`src/rtl/pwm_motor_pkg.sv`:
```
package pwm_motor_pkg;

    // Alignment codes written through wr_align
    localparam logic [1:0] AL_LEFT   = 2'd0;
    localparam logic [1:0] AL_RIGHT  = 2'd1;
    localparam logic [1:0] AL_CENTER = 2'd2;

    // Period timer states
    typedef enum logic {
        T_UP   = 1'b0,
        T_DOWN = 1'b1
    } tstate_e;

endpackage

```
`src/rtl/pwm_timer.sv`:
```
module pwm_timer
    import pwm_motor_pkg::*;
#(
    parameter int CNT_W = 10
) (
    input  logic             clk,
    input  logic             rst_n,
    input  logic             tick,
    input  logic             center,
    output logic [CNT_W-1:0] cnt,
    output logic             wrap
);

    localparam logic [CNT_W-1:0] TOP = '1;

    tstate_e          st, st_nx;
    logic [CNT_W-1:0] cnt_nx;

    always_comb begin
        st_nx  = st;
        cnt_nx = cnt;
        wrap   = 1'b0;
        if (tick) begin
            unique case (st)
                T_UP: begin
                    if (cnt == TOP) begin
                        if (center) begin
                            st_nx = T_DOWN;
                        end else begin
                            cnt_nx = '0;
                            wrap   = 1'b1;
                        end
                    end else begin
                        cnt_nx = cnt + 1'b1;
                    end
                end
                T_DOWN: begin
                    if (cnt == '0) begin
                        st_nx = T_UP;
                        wrap  = 1'b1;
                    end else begin
                        cnt_nx = cnt - 1'b1;
                    end
                end
            endcase
        end
    end

    always_ff @(posedge clk or negedge rst_n) begin
        if (!rst_n) begin
            st  <= T_UP;
            cnt <= '0;
        end else begin
            st  <= st_nx;
            cnt <= cnt_nx;
        end
    end

    AST_HOLD_NO_TICK: assert property (@(posedge clk) disable iff (!rst_n)
        !tick |=> ($stable(cnt) && $stable(st)));

    AST_DOWN_IN_CENTER: assert property (@(posedge clk) disable iff (!rst_n)
        (st == T_DOWN) |-> center);

endmodule

```
`src/rtl/pwm_slice.sv`:
```
module pwm_slice
    import pwm_motor_pkg::*;
#(
    parameter int DUTY_W = 11
) (
    input  logic              clk,
    input  logic              rst_n,
    input  logic              tick,
    input  logic              ld_en,
    input  logic [DUTY_W-1:0] ld_duty,
    input  logic              ld_sign,
    input  logic [1:0]        ld_align,
    input  logic              ld_dither,
    output logic              drv_p,
    output logic              drv_n,
    output logic              period_start
);

    localparam int              CNT_W = DUTY_W - 1;
    localparam logic [CNT_W:0]  PER   = (CNT_W+1)'(1) << CNT_W;

    logic [DUTY_W-1:0] sh_duty, act_duty;
    logic              sh_sign, act_sign;
    logic [1:0]        sh_align, act_align;
    logic              sh_dith, act_dith;
    logic              odd;
    logic              ps1;

    logic [CNT_W-1:0]  cnt;
    logic              wrap;
    logic [CNT_W:0]    act_len;
    logic [CNT_W:0]    cnt_x;
    logic              extra;
    logic              pwm_now;

    pwm_timer #(.CNT_W(CNT_W)) u_timer (
        .clk    (clk),
        .rst_n  (rst_n),
        .tick   (tick),
        .center (act_align == AL_CENTER),
        .cnt    (cnt),
        .wrap   (wrap)
    );

    // Shadow settings, written at any time
    always_ff @(posedge clk or negedge rst_n) begin
        if (!rst_n) begin
            sh_duty  <= '0;
            sh_sign  <= 1'b0;
            sh_align <= AL_LEFT;
            sh_dith  <= 1'b0;
        end else if (ld_en) begin
            sh_duty  <= ld_duty;
            sh_sign  <= ld_sign;
            sh_align <= ld_align;
            sh_dith  <= ld_dither;
        end
    end

    // Settings in use, taken over only at a period boundary
    always_ff @(posedge clk or negedge rst_n) begin
        if (!rst_n) begin
            act_duty  <= '0;
            act_sign  <= 1'b0;
            act_align <= AL_LEFT;
            act_dith  <= 1'b0;
            odd       <= 1'b0;
        end else if (wrap) begin
            act_duty  <= sh_duty;
            act_sign  <= sh_sign;
            act_align <= sh_align;
            act_dith  <= sh_dith;
            odd       <= ~odd;
        end
    end

    // Active length in counts
    always_comb begin
        extra = act_dith & act_duty[0] & odd;
        cnt_x = {1'b0, cnt};
        if (&act_duty) begin
            act_len = PER;
        end else begin
            act_len = {1'b0, act_duty[DUTY_W-1:1]} + {{CNT_W{1'b0}}, extra};
        end
        case (act_align)
            AL_RIGHT: pwm_now = (cnt_x >= (PER - act_len));
            default:  pwm_now = (cnt_x < act_len);
        endcase
    end

    // Registered, sign-routed outputs
    always_ff @(posedge clk or negedge rst_n) begin
        if (!rst_n) begin
            drv_p        <= 1'b0;
            drv_n        <= 1'b0;
            ps1          <= 1'b0;
            period_start <= 1'b0;
        end else begin
            drv_p        <= pwm_now & ~act_sign;
            drv_n        <= pwm_now & act_sign;
            ps1          <= wrap;
            period_start <= ps1;
        end
    end

    AST_SETTINGS_AT_WRAP: assert property (@(posedge clk) disable iff (!rst_n)
        !wrap |=> ($stable(act_duty) && $stable(act_sign) && $stable(act_align)));

    AST_IDLE_SIDE_LOW: assert property (@(posedge clk) disable iff (!rst_n)
        act_sign |=> !drv_p);

    AST_ZERO_DUTY_LOW: assert property (@(posedge clk) disable iff (!rst_n)
        (act_duty == '0) |=> !(drv_p || drv_n));

    AST_FULL_DUTY_HIGH: assert property (@(posedge clk) disable iff (!rst_n)
        (&act_duty) |=> (drv_p || drv_n));

endmodule

```
`src/rtl/stepper_pwm_pair.sv`:
```
module stepper_pwm_pair
    import pwm_motor_pkg::*;
#(
    parameter int DUTY_W = 11,
    parameter int N_COIL = 2
) (
    input  logic              clk,
    input  logic              rst_n,
    input  logic              tick,
    input  logic              wr_en,
    input  logic              wr_sel,
    input  logic [DUTY_W-1:0] wr_duty,
    input  logic              wr_sign,
    input  logic [1:0]        wr_align,
    input  logic              wr_dither,
    output logic [N_COIL-1:0] coil_p,
    output logic [N_COIL-1:0] coil_n,
    output logic [N_COIL-1:0] period_start
);

    for (genvar ch = 0; ch < N_COIL; ch++) begin : g_coil
        logic ld_here;
        assign ld_here = wr_en && (wr_sel == 1'(ch));

        pwm_slice #(.DUTY_W(DUTY_W)) u_slice (
            .clk          (clk),
            .rst_n        (rst_n),
            .tick         (tick),
            .ld_en        (ld_here),
            .ld_duty      (wr_duty),
            .ld_sign      (wr_sign),
            .ld_align     (wr_align),
            .ld_dither    (wr_dither),
            .drv_p        (coil_p[ch]),
            .drv_n        (coil_n[ch]),
            .period_start (period_start[ch])
        );
    end

endmodule

```
`config.mk`:
```
export PLATFORM = sky130hd
export DESIGN_NAME = stepper_pwm_pair
export DESIGN_NICKNAME = d
export VERILOG_FILES = /design/src/rtl/pwm_motor_pkg.sv /design/src/rtl/pwm_timer.sv /design/src/rtl/pwm_slice.sv /design/src/rtl/stepper_pwm_pair.sv
export SDC_FILE = /design/constraint.sdc
export NUM_CORES = 1
export LEC_CHECK = 0
export CORE_MARGIN = 10
export CORE_UTILIZATION = 50
export CTS_BUF_LIST = sky130_fd_sc_hd__clkbuf_2 sky130_fd_sc_hd__clkbuf_4 sky130_fd_sc_hd__clkbuf_8
export DETAILED_ROUTE_END_ITERATION = 8
export DONT_BUFFER_PORTS = 1
export SLEW_MARGIN = 30
export SYNTH_ARGS = -nofsm -noshare
export SYNTH_HDL_FRONTEND = slang
export SYNTH_HIERARCHICAL = 1
export SYNTH_SLANG_ARGS = --single-unit
```
`constraint.sdc`:
```
create_clock -name clk -period 12.15 [get_ports clk]
set_clock_uncertainty 0.2 [all_clocks]
set_input_delay 0.6075 -clock clk [delete_from_list [all_inputs] [get_ports clk]]
set_output_delay 0.6075 -clock clk [all_outputs]
set_load 0.03 [all_outputs]
```
==> flow_summary.json <==
{
  "synth_flop_cell": "dfrtp_1",
  "crit_arrival_ps": 4380,
  "async_flop_share_pct": 100.0,
  "holdWs_ps": 157.5,
  "crit_path_cell_trace": "nand3_1 -> or4_2 -> nand2_1 -> ha_1 -> nor4b_1 -> a221oi_2 -> nor3_1 -> xnor2_1 -> ha_1 -> nand4_1 -> and3_1 -> o21ai_0 -> a41oi_1 -> a211o_1 -> nor3b_1",
  "placement.cell_area_um2": 6262,
  "ff2ff_path_depth": 15,
  "ioPinCount": 26,
  "layout_min_cycle_time_ps": 4280,
  "floorplan.initialDensity_pct": 51.83,
  "r2r_start": "g_coil[1].u_slice/act_duty[3]",
  "cp.required_ps": 12250,
  "rr_endpoint": "g_coil[1].u_slice/drv_n",
  "timing.critical_path.mode_cell": "ha_1",
  "synth_area_per_cell_um2": 9.974,
  "clk-insertion-delay-late_ps": 370,
  "core_area_um2": 12160,
  "syn-cell-area_um2": 6304,
  "cts_tree": "built",
  "totalPowerFinal_uw": 848.0,
  "antenna-diode-count": 0,
  "syn_to_final_growth_pct": 2.699,
  "numPortBuffers": 0,
  "critical_path.slowest_cell": "or4_2",
  "cts_h_tree_depth": 3,
  "die_w_um": 132.3,
  "ys_ff_latch": 92,
  "critPathCaptureType": "flop",
  "drive_gt1_share_pct": 16.53,
  "post_cts_setup_repair_bufs": 0,
  "vias_in_the_first_global_route": 4561,
  "grt_pass1_wl_um": 23120,
  "route.detailed.wl_per_inst_um": 17.43,
  "syn-instance-count": 632,
  "clock.fmax_mhz": 233.6,
  "final_design_area_no_fill_um2": 6474,
  "rows": 40,
  "globalRoute.totalOverflow": 0,
  "final.fill_count": 1102,
  "maxCapViolCount": 0,
  "ir_drop_uv": 89.83,
  "critical_path_peak_fanout": 10,
  "min_period_over_period_pct": 35.23,
  "holdCritPathClass": "flop to flop",
  "slew_viol_final": 0,
  "syn-num-nets": 700,
  "gp_congestion": 0.8228,
  "critical_path.max_stage_delay_ps": 670,
  "detailed_place_hpwl_um": 10290,
  "drt_first_iter_violations": 389,
  "final.setup.tns_ps": 0,
  "route.final.wire_length_um": 13680,
  "outcome": "finished, final reports clean",
  "ys.warnings.count": 6,
  "track_usage_pct": 15.83,
  "drcViolationCount": 0,
  "cts_resized": 0,
  "route.vias.total": 4760,
  "finalSetupViolations": 0,
  "post_drt_via_cell_ratio": 6.064,
  "grt_antenna_before_repair": 0,
  "r2r_slack_ps": 7870,
  "worst_hold_path.endpoint": "g_coil[1].u_slice/period_start",
  "ctsRootBufferMaster": "clkbuf_8",
  "timing.hold.worst.start": "g_coil[1].u_slice/ps1",
  "ys_types": 74,
  "cts.reportedPaths.clkPinSlew_ps": 90,
  "final_core_utilization_pct": 53.23,
  "synth-edff-count": 0,
  "ant_nets": 0,
  "min_path_cells": 0,
  "timing_worst_slew_pin_value_ps": 897.2,
  "grt_setup_unrepaired": "false",
  "start_kind": "flop",
  "max-slew-margin-rel_pct": 40.18,
  "die-area_um2": 17500,
  "drt-pass1-iter-count": 5,
  "cts_made_buffers": 9,
  "cts_max_path_buffers": 2,
  "synth.yosys.seq_area_share_pct": 36.52,
  "power.density_nw_per_um2": 131.0,
  "grt_max_degree": 93,
  "p_leak_uw": 0.002814,
  "final_net_count": 680,
  "die_boundary_height_um": 132.3,
  "crit_type": "flop to flop",
  "hold_violations": 0,
  "clkSinkCount": 92
}
==> Yosys cell counts, types with 7 or more instances <==
library cell	instances	share of area, %
nand3_1	27	2.1
xor2_1	10	1.4
a21oi_1	24	1.9
nor3_1	18	1.4
xnor2_1	22	3.1
buf_6	8	1.4
ha_1	48	9.5
o31ai_1	14	1.7
nand4_1	14	1.4
nand2_1	52	3.1
clkbuf_1	10	0.60
a31oi_1	7	0.69
nor2_1	33	2.0
mux2_2	58	10
dfrtp_1	92	37
and3_1	12	1.2
o21ai_0	23	1.8
inv_1	25	1.5
nor4_1	8	0.79
==> state kept, by name (all words and copies together), names as in the netlist, 4 cells and up <==
name / count
g_coil.u_slice/act_align: 4
g_coil.u_slice/act_duty: 22
g_coil.u_slice/sh_align: 4
g_coil.u_slice/sh_duty: 22
g_coil.u_slice/u_timer/cnt: 20
==> layout by cell type, fill, tap and decap left out, types with 3 or more instances in the layout <==
master,n
nand2_1,52
a41oi_1,6
dfrtp_1,92
nor4_1,8
clkinv_2,3
ha_1,48
a21oi_1,24
mux2i_1,3
xor2_1,10
nand3_1,27
nand4_1,14
or3_1,5
nand2b_1,5
a211oi_1,6
a31oi_1,7
o21ai_0,23
inv_1,25
nor3_1,18
nand3b_1,4
or4_1,3
xnor2_1,22
o21ai_1,6
nor2b_1,5
and3_1,12
nor2_1,33
a21o_1,4
a211o_1,5
o31ai_1,14
or2_2,4
and4_1,4
o22ai_1,4
clkbuf_8,9
mux2_2,58
==> timing repair <==
| item | in CTS | in global routing |
|---|---|---|
| setup endpoints to repair | 0 | 0 |
| hold endpoints to repair | 92 | 0 |
| hold buffers | 2 | 0 |
==> power breakdown <==
| group | internal [µW] | total [µW] | switching (µW) |
|---|---|---|---|
| Clock | 75.4 | 189 | 114 |
| Sequential | 343 | 417 | 74.9 |
| Combinational | 115 | 241 | 127 |
| Total | 533 | 848 | 315 |
==> routing by layer <==
| metal | global-route usage (%) | wire length, µm | vias up |
|---|---|---|---|
| met5 | 0 | 0 | - |
| met2 | 25.26 | 6503 | 122 |
| li1 | - | - | 2303 |
| met1 | 20.30 | 6234 | 2320 |
| met3 | 4.154 | 781 | 15 |
| met4 | 5.257 | 161 | 0 |
==> stage by stage <==
| stage | std cells | worst slack (ps) |
|---|---|---|
| after CTS | 785 | 7885 |
| after global routing | 785 | 7507 |
| after detailed placement | 767 | 7907 |
| final | 785 | 7870 |
| after global placement | 767 | 8071 |
| after floorplan | 632 | 8330 |
==> cell families (layout without fill, tap and decap cells) <==
logic type / count (synthesis) / count (layout) / synth area share [%]
AO/OA/AOI/OAI: 130 / 130 / 15.05
XOR/XNOR: 32 / 32 / 4.446
adder cells (fa/ha/maj): 48 / 48 / 9.528
buffers and inverters: 58 / 43 / 5.479
flip-flops: 92 / 92 / 36.52
multiplexers: 61 / 61 / 10.84
AND/OR/NAND/NOR: 211 / 211 / 18.14
==> worst max-delay path by stage <==
stage	cells after the start	slack [ps]	end	from
after global placement	15	8070	g_coil[1].u_slice/drv_n	g_coil[1].u_slice/act_duty[3]
after CTS	15	7890	g_coil[1].u_slice/drv_n	g_coil[1].u_slice/act_duty[3]
after floorplan	15	8330	g_coil[1].u_slice/drv_n	g_coil[1].u_slice/act_duty[2]
after detailed placement	15	7910	g_coil[1].u_slice/drv_n	g_coil[1].u_slice/act_duty[3]
final	15	7870	g_coil[1].u_slice/drv_n	g_coil[1].u_slice/act_duty[3]
after global routing	15	7510	g_coil[1].u_slice/drv_n	g_coil[1].u_slice/act_duty[3]
==> critical path: cells and delay by family, from the launching register on <==
| kind | cells | cell delay, ps |
|---|---|---|
| XOR/XNOR | 1 | 100 |
| AO/OA/AOI/OAI | 4 | 640 |
| AND/OR/NAND/NOR | 8 | 2180 |
| adder cells (fa/ha/maj) | 2 | 580 |
| flip-flops | 1 | 510 |
==> final cells by class <==
class	count	area, µm²	share of cell area [%]
Clock inverter	7	50.05	0.7731
Tap cell	168	210.2	3.247
Multi-Input combinational cell	482	3656	56.47
Clock buffer	9	123.9	1.913
Inverter	25	93.84	1.450
Sequential cell	92	2302	35.56
Timing Repair Buffer	2	37.54	0.5798
(Power assumes the default switching activity.)
